<file path="src/rtl/busmode_pkg.sv">
package busmode_pkg;

    typedef enum logic [1:0] {
        BM_MMAP  = 2'd0,
        BM_FLASH = 2'd1,
        BM_CFG   = 2'd2
    } bus_mode_e;

    localparam logic [31:0] LEGACY_KEY = 32'h0000_001D;

    typedef struct packed {
        logic [7:0] day;
        logic [3:0] month;
        logic [3:0] year;
        logic [7:0] major;
        logic [7:0] minor;
    } version_s;

    // New encoding: idle-high and all-low lines both fall to memory-mapped.
    // Legacy encoding: configuration sits on 2'b11.
    function automatic bus_mode_e decode_lines(input logic [1:0] lines, input logic legacy);
        bus_mode_e m;
        m = BM_MMAP;
        if (lines == 2'b01) begin
            m = BM_FLASH;
        end else if (!legacy && lines == 2'b10) begin
            m = BM_CFG;
        end else if (legacy && lines == 2'b11) begin
            m = BM_CFG;
        end
        return m;
    endfunction

    function automatic logic [31:0] majority32(input logic [31:0] a, input logic [31:0] b,
                                              input logic [31:0] c);
        return (a & b) | (a & c) | (b & c);
    endfunction

endpackage

</file>
<file path="src/rtl/bm_line_filter.sv">
module bm_line_filter #(
    parameter int               W       = 2,
    parameter int               DEPTH   = 8,
    parameter logic [W-1:0]     RST_VAL = '1
) (
    input  logic         clk,
    input  logic         rst,
    input  logic [W-1:0] raw,
    output logic [W-1:0] filt
);
    localparam int              CNT_W = (DEPTH > 2) ? $clog2(DEPTH) : 1;
    localparam logic [CNT_W-1:0] SAT  = CNT_W'(DEPTH - 1);

    logic [W-1:0]     cand;
    logic [CNT_W-1:0] run;

    // run holds (consecutive equal samples - 1), saturating at DEPTH-1
    always_ff @(posedge clk) begin
        if (rst) begin
            cand <= RST_VAL;
            filt <= RST_VAL;
            run  <= SAT;
        end else if (raw != cand) begin
            cand <= raw;
            run  <= '0;
        end else begin
            if (run != SAT) begin
                run <= run + 1'b1;
            end
            if (run >= SAT - 1'b1) begin
                filt <= cand;
            end
        end
    end


    filt_follows_input_chk: assert property (@(posedge clk) disable iff (rst)
        !$stable(filt) |-> $past(raw) == filt);

endmodule

</file>
<file path="src/rtl/bm_regs.sv">
module bm_regs
    import busmode_pkg::*;
#(
    parameter int               ADDR_W    = 16,
    parameter int               DATA_W    = 32,
    parameter int               CTRL_W    = 8,
    parameter logic [ADDR_W-1:0] VER_ADDR  = 16'hBF00,
    parameter logic [ADDR_W-1:0] LEG_ADDR  = 16'hBF02,
    parameter logic [ADDR_W-1:0] CTRL_ADDR = 16'hBF04,
    parameter logic [DATA_W-1:0] VERSION   = '0
) (
    input  logic              clk,
    input  logic              rst,
    input  logic [ADDR_W-1:0] addr,
    input  logic              we,
    input  logic [DATA_W-1:0] wdata,
    output logic [DATA_W-1:0] rdata,
    output logic [CTRL_W-1:0] ctrl,
    output logic              legacy
);
    localparam int COPIES = 3;

    logic [CTRL_W-1:0] copy_q [COPIES];
    logic              ctrl_wr;

    assign ctrl_wr = we && (addr == CTRL_ADDR);
    assign ctrl    = CTRL_W'(majority32(32'(copy_q[0]), 32'(copy_q[1]), 32'(copy_q[2])));

    // Each copy is written together, otherwise refreshed from the vote
    for (genvar i = 0; i < COPIES; i++) begin : g_copy
        always_ff @(posedge clk) begin
            if (rst) begin
                copy_q[i] <= '0;
            end else if (ctrl_wr) begin
                copy_q[i] <= wdata[CTRL_W-1:0];
            end else begin
                copy_q[i] <= ctrl;
            end
        end
    end

    always_ff @(posedge clk) begin
        if (rst) begin
            legacy <= 1'b0;
        end else if (we && addr == LEG_ADDR) begin
            legacy <= (32'(wdata) == LEGACY_KEY);
        end
    end

    always_comb begin
        rdata = '0;
        if (addr == VER_ADDR) begin
            rdata = VERSION;
        end else if (addr == LEG_ADDR) begin
            rdata = DATA_W'(legacy);
        end else if (addr == CTRL_ADDR) begin
            rdata = DATA_W'(ctrl);
        end
    end


    legacy_key_chk: assert property (@(posedge clk) disable iff (rst)
        (we && addr == LEG_ADDR) |=> legacy == ($past(32'(wdata)) == LEGACY_KEY));


    ctrl_write_chk: assert property (@(posedge clk) disable iff (rst)
        ctrl_wr |=> ctrl == $past(wdata[CTRL_W-1:0]));


    copies_agree_chk: assert property (@(posedge clk) disable iff (rst)
        !ctrl_wr |=> (copy_q[0] == copy_q[1]) && (copy_q[1] == copy_q[2]));

endmodule

</file>
<file path="src/rtl/bus_mode_sel.sv">
module bus_mode_sel
    import busmode_pkg::*;
#(
    parameter int         ADDR_W    = 16,
    parameter int         DATA_W    = 32,
    parameter int         CTRL_W    = 8,
    parameter int         STABLE_N  = 8,
    parameter int         OE_BIT    = 4,
    parameter int         FWRST_BIT = 5,
    parameter logic [7:0] VER_DAY   = 8'd18,
    parameter logic [3:0] VER_MONTH = 4'd2,
    parameter logic [3:0] VER_YEAR  = 4'd9,
    parameter logic [7:0] VER_MAJOR = 8'd2,
    parameter logic [7:0] VER_MINOR = 8'd8
) (
    input  logic              clk,
    input  logic              rst,
    input  logic [1:0]        mode_raw,
    input  logic              bus_rst_raw,
    input  logic [ADDR_W-1:0] reg_addr,
    input  logic              reg_we,
    input  logic [DATA_W-1:0] reg_wdata,
    output logic [DATA_W-1:0] reg_rdata,
    input  logic [CTRL_W-1:0] ctrl_drv,
    output logic [CTRL_W-1:0] ctrl_val,
    output logic [CTRL_W-1:0] ctrl_en,
    output logic              data_oe,
    output logic [1:0]        mode_code,
    output logic              flash_sel,
    output logic              cfg_sel,
    output logic              flash_rst,
    output logic              sub_rst
);
    // The two top control bits stay driven low while outputs are disabled
    localparam int                KEEP_N   = 2;
    localparam logic [CTRL_W-1:0] KEEP_MSK = {{KEEP_N{1'b1}}, {(CTRL_W-KEEP_N){1'b0}}};
    localparam version_s          VER_S    = '{day: VER_DAY, month: VER_MONTH, year: VER_YEAR,
                                               major: VER_MAJOR, minor: VER_MINOR};

    logic [1:0]        lines_f;
    logic              rstline_f;
    logic [CTRL_W-1:0] ctrl;
    logic              legacy;
    logic              oe_n;
    bus_mode_e         mode;

    bm_line_filter #(.W(2), .DEPTH(STABLE_N), .RST_VAL(2'b11)) u_mode_filt (
        .clk (clk), .rst (rst), .raw (mode_raw), .filt (lines_f)
    );

    bm_line_filter #(.W(1), .DEPTH(STABLE_N), .RST_VAL(1'b0)) u_rst_filt (
        .clk (clk), .rst (rst), .raw (bus_rst_raw), .filt (rstline_f)
    );

    bm_regs #(
        .ADDR_W (ADDR_W), .DATA_W (DATA_W), .CTRL_W (CTRL_W),
        .VERSION (DATA_W'(VER_S))
    ) u_regs (
        .clk (clk), .rst (rst), .addr (reg_addr), .we (reg_we), .wdata (reg_wdata),
        .rdata (reg_rdata), .ctrl (ctrl), .legacy (legacy)
    );

    assign mode      = decode_lines(lines_f, legacy);
    assign mode_code = mode;
    assign flash_sel = (mode == BM_FLASH);
    assign cfg_sel   = (mode == BM_CFG);
    assign sub_rst   = rstline_f | ctrl[FWRST_BIT];
    assign flash_rst = sub_rst | (mode != BM_FLASH);

    assign oe_n     = ctrl[OE_BIT];
    assign data_oe  = ~oe_n;
    assign ctrl_en  = oe_n ? KEEP_MSK : '1;
    assign ctrl_val = oe_n ? '0 : ctrl_drv;


    one_sel_chk: assert property (@(posedge clk) disable iff (rst)
        $onehot0({flash_sel, cfg_sel}));


    flash_held_chk: assert property (@(posedge clk) disable iff (rst)
        !flash_sel |-> flash_rst);


    oe_off_chk: assert property (@(posedge clk) disable iff (rst)
        !data_oe |-> (ctrl_en == KEEP_MSK) && (ctrl_val == '0));


    fw_reset_chk: assert property (@(posedge clk) disable iff (rst)
        (reg_we && reg_addr == 16'hBF04 && reg_wdata[FWRST_BIT]) |=> sub_rst);

endmodule

</file>
<file path="config.mk">
export PLATFORM = sky130hd
export DESIGN_NAME = bus_mode_sel
export DESIGN_NICKNAME = d
export VERILOG_FILES = /design/src/rtl/busmode_pkg.sv /design/src/rtl/bm_line_filter.sv /design/src/rtl/bm_regs.sv /design/src/rtl/bus_mode_sel.sv
export SDC_FILE = /design/constraint.sdc
export NUM_CORES = 1
export LEC_CHECK = 0
export ABC_CLOCK_PERIOD_IN_PS = 5100
export BUFFER_PORTS_ARGS = -buffer_cell sky130_fd_sc_hd__buf_2
export CAP_MARGIN = 20
export CORE_ASPECT_RATIO = 0.6
export CORE_MARGIN = 4
export CORE_UTILIZATION = 43
export DETAILED_ROUTE_END_ITERATION = 8
export MAX_ROUTING_LAYER = met4
export PLACE_DENSITY = 0.85
export REMOVE_ABC_BUFFERS = 1
export SYNTH_ARGS = -nofsm -noshare
export SYNTH_HDL_FRONTEND = slang
export SYNTH_SLANG_ARGS = --single-unit
</file>
<file path="constraint.sdc">
create_clock -name clk -period 5.1 [get_ports clk]
set_input_delay 1.02 -clock clk [delete_from_list [all_inputs] [get_ports clk]]
set_output_delay 1.02 -clock clk [all_outputs]
set_load 0.1 [all_outputs]
</file>
# Yosys cells after proc, flatten, opt, wreduce, memory -nomap -nowiden
# Memories as Yosys holds them, arrays and structs flattened.
# Cells that the tools add are included.
[totals] regBits=13 ram_bits=24 inputBits=62 output_inout_bits=55 word_cells=77 n_memories=1
[op_classes] add_sub_neg=2 order_cmp=2 eq_ne=14 n_mux=26 n_bitwise=16 n_reduce_logical=9
[memory_table] name="u_regs.copy_q" words=3 width=8 read_ports=3 rd_ports_with_merged_regs=0 write_ports=3 line_no="bm_regs.sv:23" text="logic [CTRL_W-1:0] copy_q [COPIES];"
[ops] cell="32-bit 2-to-1 mux" n=2
[ops] cell="8-bit 2-to-1 mux" n=8
[ops] cell="16-bit == test (second input constant)" n=3
[ops] cell="32-bit by 5-bit == test with 1-bit output (second input constant)" n=1
[ops] cell="8-bit bitwise AND" n=3
[ops] cell="8-bit bitwise OR" n=2
[ops] cell="3-bit 2-to-1 mux" n=4
[ops] cell="1-bit 2-to-1 mux" n=8
[ops] cell="1-bit bitwise OR" n=8
[ops] cell="3-bit by 1-bit adder with 3-bit output (second input constant)" n=2
[ops] cell="2-bit == test (second input constant)" n=3
[ops] cell="3-bit >= comparator (second input constant)" n=2
[ops] cell="2-bit 2-to-1 mux" n=3
[ops] cell="6-bit 2-to-1 mux" n=1
[ops] cell="3-bit != test (second input constant)" n=2
[ops] cell="2-bit by 1-bit == test with 1-bit output (second input constant)" n=2
[ops] cell="1-bit logical AND" n=4
[ops] cell="2-bit AND reduction" n=2
[ops] cell="2-bit nonzero test" n=2
[ops] cell="1-bit inverter" n=3
[ops] cell="2-bit by 1-bit != test with 1-bit output (second input constant)" n=1
[ops] cell="2-bit != test" n=1
[ops] cell="1-bit logical NOT" n=1
[ops] cell="1-bit != test" n=1

# Logic depth before layout (Yosys ltp)
# Gate-level depths: netlist (run 1).
[logic_depth] depth_word=7 mapped_depth=6 ltp_nobuf=6

# Cells and area by module
# A second synthesis (run 1) with hierarchy kept.
[unflattened] hier_cells=181 hier_area_um2=1617.8
[by_module_without_submodules] module="bm_regs" n_inst=1 cells_per_inst=108 area_each_um2=929.6 seq_area_each_um2=260.2
[by_module_without_submodules] module="bm_line_filter (u_mode_filt)" n_inst=1 cells_per_inst=28 area_each_um2=301.5 seq_area_each_um2=140.1
[by_module_without_submodules] module="bm_line_filter (u_rst_filt)" n_inst=1 cells_per_inst=19 area_each_um2=219.0 seq_area_each_um2=100.1
[by_module_without_submodules] module="bus_mode_sel" n_inst=1 cells_per_inst=26 area_each_um2=167.7 seq_area_each_um2=0.0

# Worst setup path after synthesis (run 1)
# Ideal clock, no wire load.
[synth_timing] path_type="in2out" startpoint="input port reg_addr[5]" endpoint="output port reg_rdata[16]" t_arrival_ns=3.673 required_ns=4.080 setup_slack_ns=0.407 path_stages=5 path_buffers=1 path_cell_list="nor4_4 nand4_2 or2_2 nor2_1 buf_4"
[synth_via] elab_chain_cells=2
[synth_lines] element="start: declaration" line_no="bus_mode_sel.sv:20" text="input logic [ADDR_W-1:0] reg_addr,"
[synth_lines] element="16-bit == test" line_no="bm_regs.sv:52" text="if (addr == VER_ADDR) begin"
[synth_lines] element="32-bit 2-to-1 mux" line_no="bm_regs.sv:52"
[synth_lines] element="end: declaration" line_no="bus_mode_sel.sv:23" text="output logic [DATA_W-1:0] reg_rdata,"
# Every way passes these cells.

# Final worst setup path (run 1)
# Ends and elaborated chain as after synthesis.

==> results of run 1 <==
-- stage by stage --
stage | total power [mW] | hold slack (ns)
3_3_place_gp | 0.431 | 0.466
3_5_place_dp | 0.434 | 0.474
2_1_floorplan | 0.386 | 0.456
4_1_cts | 0.541 | 0.492
6_report | 0.536 | 0.490
5_1_grt | 0.567 | 0.512
-- power by group through the flow --
stage          clock network [mW]  logic (mW)  registers (mW)
2_1_floorplan                   0       0.188           0.198
3_3_place_gp                    0       0.231           0.201
3_5_place_dp                    0       0.233           0.201
4_1_cts                     0.110       0.233           0.198
5_1_grt                     0.119       0.248           0.200
6_report                    0.106       0.233           0.198
-- area by class of cell --
class                   count  area [sq um]
repair buffers             96           480
multi-input cells         138           868
fillers                   317          1410
inverters                   7          26.3
flip-flops and latches     21           500
well taps                  45          56.3
clock buffers               4          45.0
-- worst reg2reg max path, delay by kind of cell, from the launching register on --
kind | cells | cell delay, ns
DFF | 1 | 0.39
adders and majority gates | 1 | 0.17
AOI/OAI and AO/OA | 2 | 0.35
and+or+nand+nor | 2 | 0.42
-- Yosys cell counts --
library cell | instances | area, sq um
and2_1 | 1 | 6.26
nor2b_1 | 13 | 81.3
nand2_1 | 3 | 11.3
and4b_1 | 1 | 10.0
a21oi_1 | 11 | 55.1
buf_4 | 33 | 248
ha_1 | 6 | 75.1
nand3_1 | 9 | 45.0
nor4_1 | 6 | 37.5
nand4_2 | 1 | 12.5
conb_1 | 2 | 7.51
edfxtp_1 | 8 | 240
and4bb_2 | 2 | 25.0
inv_1 | 7 | 26.3
and2_2 | 5 | 37.5
nor3_1 | 3 | 15.0
buf_6 | 2 | 22.5
mux2_2 | 3 | 33.8
buf_1 | 1 | 3.75
xnor2_1 | 4 | 35.0
dfxtp_1 | 13 | 260
nand4_1 | 2 | 12.5
a21o_1 | 6 | 45.0
xor2_1 | 2 | 17.5
clkbuf_1 | 2 | 7.51
or2_2 | 3 | 18.8
nor2_1 | 6 | 22.5
nor4_4 | 1 | 21.3
a211o_1 | 2 | 17.5
and4_4 | 1 | 11.3
o21ai_0 | 14 | 70.1
nor4b_2 | 1 | 15.0
and4_1 | 1 | 8.76
nand3b_1 | 3 | 22.5
-- metal layers --
metal,vias to the layer above,track usage [%],part of all wire [%]
li1,733,-,-
met1,663,19.2,41
met2,50,31.2,51
met3,0,4.14,7.7
met4,0,0.777,0
met5,-,-,0
-- flip-flops by register name (all words and copies together) (netlist names) --
name	cells
u_regs.copy_q	8
u_mode_filt.run	3
u_rst_filt.run	3
u_mode_filt.cand	2
u_mode_filt.filt	2
u_regs.legacy	1
u_rst_filt.cand	1
u_rst_filt.filt	1
-- path summary, 6_finish.rpt --
kind	start	to	slack [ns]	depth (start not counted)
max	reg_addr[5]	reg_rdata[16]	1.37	6
min reg2reg	u_mode_filt.cand[1]$_SDFFE_PP1N_	u_mode_filt.filt[1]$_SDFFE_PP1P_	0.49	1
max reg2reg	u_mode_filt.run[1]$_SDFFE_PP1P_	u_mode_filt.filt[1]$_SDFFE_PP1P_	3.67	5
min	u_mode_filt.cand[1]$_SDFFE_PP1N_	u_mode_filt.filt[1]$_SDFFE_PP1P_	0.49	1
-- cells by family after synthesis --
logic type / after synthesis
flops: 21
buf+inv: 45
simple gates: 62
other cells: 2
xor+xnor: 6
mux: 3
compound gates: 33
fa+ha+maj: 6
==> reports/metrics.yaml, run 1 <==
layout_commonest_cell: "buf_2"
slew_violations: 0
power.density_nw_per_um2: 271
dieArea_sq_um: 4740
cts_inserted_buffers: 3
synth.cell_area_sq_um: 1580
swShare_pct: 45.2
cts_resized: 0
rows: 16
grt_max_degree: 23
diodes: 0
synth_simple_gate_area_share_pct: 26.2
fp.coreArea_sq_um: 3380
ys_seq_area_share_pct: 31.7
end_kind: "output port"
combPwrFrac_pct: 43.4
vias: 1446
clock_sinks: 21
arrival_ns: 2.71
start_kind: "input pin"
p_int_uw: 294
final_util_pct: 58.4
postCtsSetupRepairBufs: 0
p_clk_share_pct: 19.7
nets: 335
cp_top_family: "simple AND/OR/NAND/NOR gates"
status: "completed"
synthMuxAreaShare_pct: 2.14
skew_ns: 0.000706
path_cells: "buf_2 > nor4_4 > nand4_2 > or2_2 > nor2_1 > buf_2"
tns_ns: 0
critPathBufInv: 2
synthAdderAreaFrac_pct: 4.75
max_stage_delay_ns: 0.50
grt_pass1_vias: 1340
ant_nets: 0
synth_compound_area_share_pct: 11.9
path_clk_slew_ns: 0.07
pwr-share-seq_pct: 36.8
avgRoutedWirePerCell_microns: 12.1
hold_violations: 0
syn_inst: 178
cp_max_fo: 6
dpl_cell_area_sq_um: 1930
critPathRequiredTime_ns: 4.08
synth-seq-cells: 21
viasPerCell: 4.65
period_share_pct: 73.1
synth_top_family_by_area: "simple AND/OR/NAND/NOR gates"
gr-usage-all-layers_pct: 16.5
fp.dieH_microns: 54.9
synth.avg_cell_area_sq_um: 8.87
clockBufferDepth: 2
portBuffers: 96
cts_root_buf: "clkbuf_8"
critPathKind: "in -> out"
tritoncts: "done"
netlist-cell-type-count: 34
antenna_found_initial: 0
routabilityCongestion: 0.817
min_period_ns: 3.73
final_area_sq_um: 1980
peakVddDrop_v: 0.000171
clk_latency_ns: 0.26
dpl.hpwl_microns: 3200
first_pass_iters: 4
switching_power_uw: 242
final_cell_mix: "buf_2 (96), conb_1 (28), o21ai_0 (14), nor2b_1 (13), dfxtp_1 (13)"
area_growth_pct: 25.2
final_cells: 311
dp_slack_ns: 1.38
ctsHoldBuffers: 0
grt_pass1_wl_microns: 5950
synth-xor-area-share_pct: 3.33
grt_overflow_total: 0
maxCapViolations: 0
start_util_pct: 46.7
finalWirelength_microns: 3770
place_inst: 307
rsz0062_at_grt: "false"
max_freq_ghz: 0.268
die_w_microns: 86.2
layout-drive-gt1-share_pct: 43.6
pin_count: 117
yosys_warnings: 0
first_iter_violations: 63
hold_path_class: "reg -> reg"
setup_viol: 0
htreeDepth: 1
crit_top_cell: "buf_2"
slowest_stage: "buf_2"
leakage_nw: 1.01
drc: 0
setup_ws_ns: 1.37
No activity file was read; power rests on OpenSTA's default activity.
==> run 2: changes to the inputs <==
- ABC_AREA: unset -> 1
- ABC_CLOCK_PERIOD_IN_PS: 5100 -> 3100
- CORE_UTILIZATION: 43 -> 38
- PLACE_DENSITY: 0.85 -> 0.76
- clock period: 5.1 -> 3.1 ns (I/O delays scaled with it)
==> reports/metrics.yaml, run 2 <==
status: "completed"
synth.cell_area_sq_um: 1780  # +13%
max_stage_delay_ns: 0.44  # -0.06 ns
postCtsSetupRepairBufs: 0  # unchanged
portBuffers: 96  # unchanged
synth.most_common_cell: "inv_1"
path_clk_slew_ns: 0.08  # about the same
synth-seq-cells: 21  # unchanged
arrival_ns: 1.91  # -0.80 ns
synth_top_family_by_area: "simple AND/OR/NAND/NOR gates"
maxCapViolations: 0  # unchanged
synth.area.top_cells: "dfxtp_1 (15%), buf_4 (14%), edfxtp_1 (13%)"
ant_nets: 0  # unchanged
grt_pass1_vias: 1552  # +16%
switching_power_uw: 420  # +74%
cts_root_buf: "clkbuf_8"
ys_seq_area_share_pct: 28.1  # -3.6 points
synthMuxAreaShare_pct: 0  # -2.1 points
synth_compound_area_share_pct: 3.02  # -8.9 points
hold_path_class: "reg -> reg"
final_cells: 427  # +37%
dpl_cell_area_sq_um: 2200  # +14%
gr-usage-all-layers_pct: 15.1  # -1.4 points
synthAdderAreaFrac_pct: 4.21  # -0.55 points
largest_register_ffs: 8  # unchanged
clockBufferDepth: 2  # unchanged
fillers: 464  # +46%
period_share_pct: 81.6
avgRoutedWirePerCell_microns: 10.1  # -17%
netlist-cell-type-count: 27  # -21%
regArea_sq_um: 500  # unchanged
tritoncts: "done"
cts_inserted_buffers: 3  # unchanged
vias: 1758  # +22%
layout_commonest_cell: "buf_2"
pin_count: 117  # unchanged
end_kind: "output port"
cp_top_family: "buffers and inverters"
multi_input_area_sq_um: 843  # -2.9%
yosys_warnings: 0  # unchanged
async_flop_share_pct: 0  # unchanged
path_cells: "buf_2 > nor2_1 > nand2_1 > inv_1 > nand3_2 > nor2_2 > buf_4 > nand2_1 > o21ai_0 > buf_2"
min_from: "u_rst_filt.filt$_SDFFE_PP0P_"
crit_start: "reg_addr[7]"
final_cell_mix: "buf_2 (92), inv_1 (61), nand2_1 (56), nor2_1 (41), conb_1 (28)"
area_growth_pct: 26.1
critPathBufInv: 4  # +2
combPwrFrac_pct: 43.6  # +0.2 points
holdWs_ns: 0.480  # -0.0100 ns
start_util_pct: 41.3  # -5.4 points
first_pass_iters: 4  # unchanged
worst_pin_slew_ns: 0.662
slew_headroom_pct: 55.6
grt_overflow_total: 0  # unchanged
cp_max_fo: 10  # +4
clk_latency_ns: 0.26  # about the same
final_area_sq_um: 2250  # +14%
synth-main-ff-cell: "dfxtp_1"
clock_sinks: 21  # unchanged
nets: 436  # +30%
ctsHoldBuffers: 0  # unchanged
place_inst: 423  # +38%
netlist.top_cell.by_area: "dfxtp_1"
top_regs: "u_regs.copy_q x8, u_mode_filt.run x3, u_rst_filt.run x3"
synth_simple_gate_area_share_pct: 32.7  # +6.5 points
top_register: "u_regs.copy_q"
viasPerCell: 4.12  # -11%
rows: 18  # +2
dieArea_sq_um: 5890  # +24%
p_clk_share_pct: 20.0  # +0.3 points
layout-drive-gt1-share_pct: 29.7  # -14 points
power.density_nw_per_um2: 398  # +47%
max_freq_ghz: 0.395
rsz0062_at_grt: "false"
diodes: 0  # unchanged
start_kind: "input pin"
grt_max_degree: 26  # +13%
synth_top_cells_by_count: "inv_1 (61), nand2_1 (56), nor2_1 (41)"
syn_inst: 278  # +56%
skew_ns: 0.00131  # +0.000603 ns
htreeDepth: 1  # unchanged
dpl.hpwl_microns: 3730  # +17%
routabilityCongestion: 0.766  # -6.2%
pwr-share-seq_pct: 36.4  # -0.4 points
hold_violations: 0  # unchanged
fp.coreArea_sq_um: 4320  # +28%
antenna_found_initial: 0  # unchanged
leakage_nw: 1.39  # +38%
swShare_pct: 47.0  # +1.8 points
fp.dieH_microns: 61.1  # +11%
peakVddDrop_v: 0.000285  # +67%
slowest_stage: "buf_2"
first_iter_violations: 98  # +56%
min_period_ns: 2.53
r2r_slack_ns: 1.88  # -1.79 ns
netlist.area_leader.share_pct: 14.6  # -1.9 points
p_int_uw: 475  # +61%
critPathRequiredTime_ns: 2.48  # -1.60 ns
setup_viol: 0  # unchanged
tns_ns: 0  # unchanged
cts_resized: 0  # unchanged
drc: 0  # unchanged
critPathKind: "in -> out"
die_w_microns: 96.5  # +12%
finalWirelength_microns: 4300  # +14%
r2r_start: "u_mode_filt.run[1]$_SDFFE_PP1P_"
synth.avg_cell_area_sq_um: 6.42  # -28%
slew_violations: 0  # unchanged
synth_enable_flop_cells: 8  # unchanged
grt_pass1_wl_microns: 6670  # +12%
synth-xor-area-share_pct: 1.47  # -1.9 points
## run 2: cell count changes after synthesis, moves of 5 or more
cell	before	now
nand3_1	9	21
nor4_1	6	0
nand4_1	2	8
and2_2	5	0
inv_1	7	61
nor2_1	6	41
nor2b_1	13	0
o21ai_0	14	6
a21o_1	6	0
nand2_1	3	56
a21oi_1	11	3
## run 2: area by class of cell
cell class                      count  share of cell area (%)
Inverter                           63                    10.5
Clock buffer                        3                    1.84
Clock inverter                      1                   0.222
Tap cell                           60                    3.34
Sequential cell                    21                    22.2
Timing Repair Buffer               97                    24.4
Multi-Input combinational cell    182                    37.5
## run 2: logic make-up (layout without fill, tap and decap cells)
logic type / after synthesis / in the layout
adders and majority gates: 6 / 6
xor gates and xnor gates: 3 / 3
other: 2 / 28
DFF: 21 / 21
AOI/OAI and AO/OA: 10 / 10
buffers and inverters: 101 / 164
and+or+nand+nor: 135 / 135
## run 2: metal layers
layer | track usage (%) | wire length [microns] | vias up
li1 | - | - | 949
met1 | 17.8 | 1870 | 756
met2 | 27.1 | 2050 | 50
met3 | 4.03 | 361 | 3
met4 | 1.80 | 21 | 0
met5 | - | 0 | -
## run 2: worst reg2reg max path, stage by stage, from the launching register on
cell and delay, ns:
dfxtp_1 0.38, ha_1 0.19, ha_1 0.20, inv_1 0.08, nor2_1 0.14, nand2_1 0.06
nand3_1 0.08
## run 2: path summary, 6_finish.rpt
check / cells past startpoint / endpoint
setup / recovery: 10 / reg_rdata[0]
hold / removal: 2 / u_rst_filt.filt$_SDFFE_PP0P_
setup reg to reg: 6 / u_mode_filt.run[0]$_SDFFE_PP1P_
hold reg to reg: 2 / u_rst_filt.filt$_SDFFE_PP0P_
## run 2: per-stage QoR
step	util (%)	total power, mW	setup slack (ns)
floorplan	-	0.644	-4.25
global placement	51.0	0.715	0.605
detailed placement	51.0	0.723	0.560
CTS	52.0	0.904	0.555
global route	52.0	0.951	0.413
finish	52.0	0.895	0.569
## run 2: power groups by stage
| stage | registers [mW] | logic (mW) | clock network (mW) |
|---|---|---|---|
| floorplan | 0.327 | 0.317 | 0 |
| global placement | 0.332 | 0.384 | 0 |
| detailed placement | 0.333 | 0.390 | 0 |
| CTS | 0.326 | 0.391 | 0.187 |
| global route | 0.330 | 0.419 | 0.202 |
| finish | 0.326 | 0.390 | 0.179 |
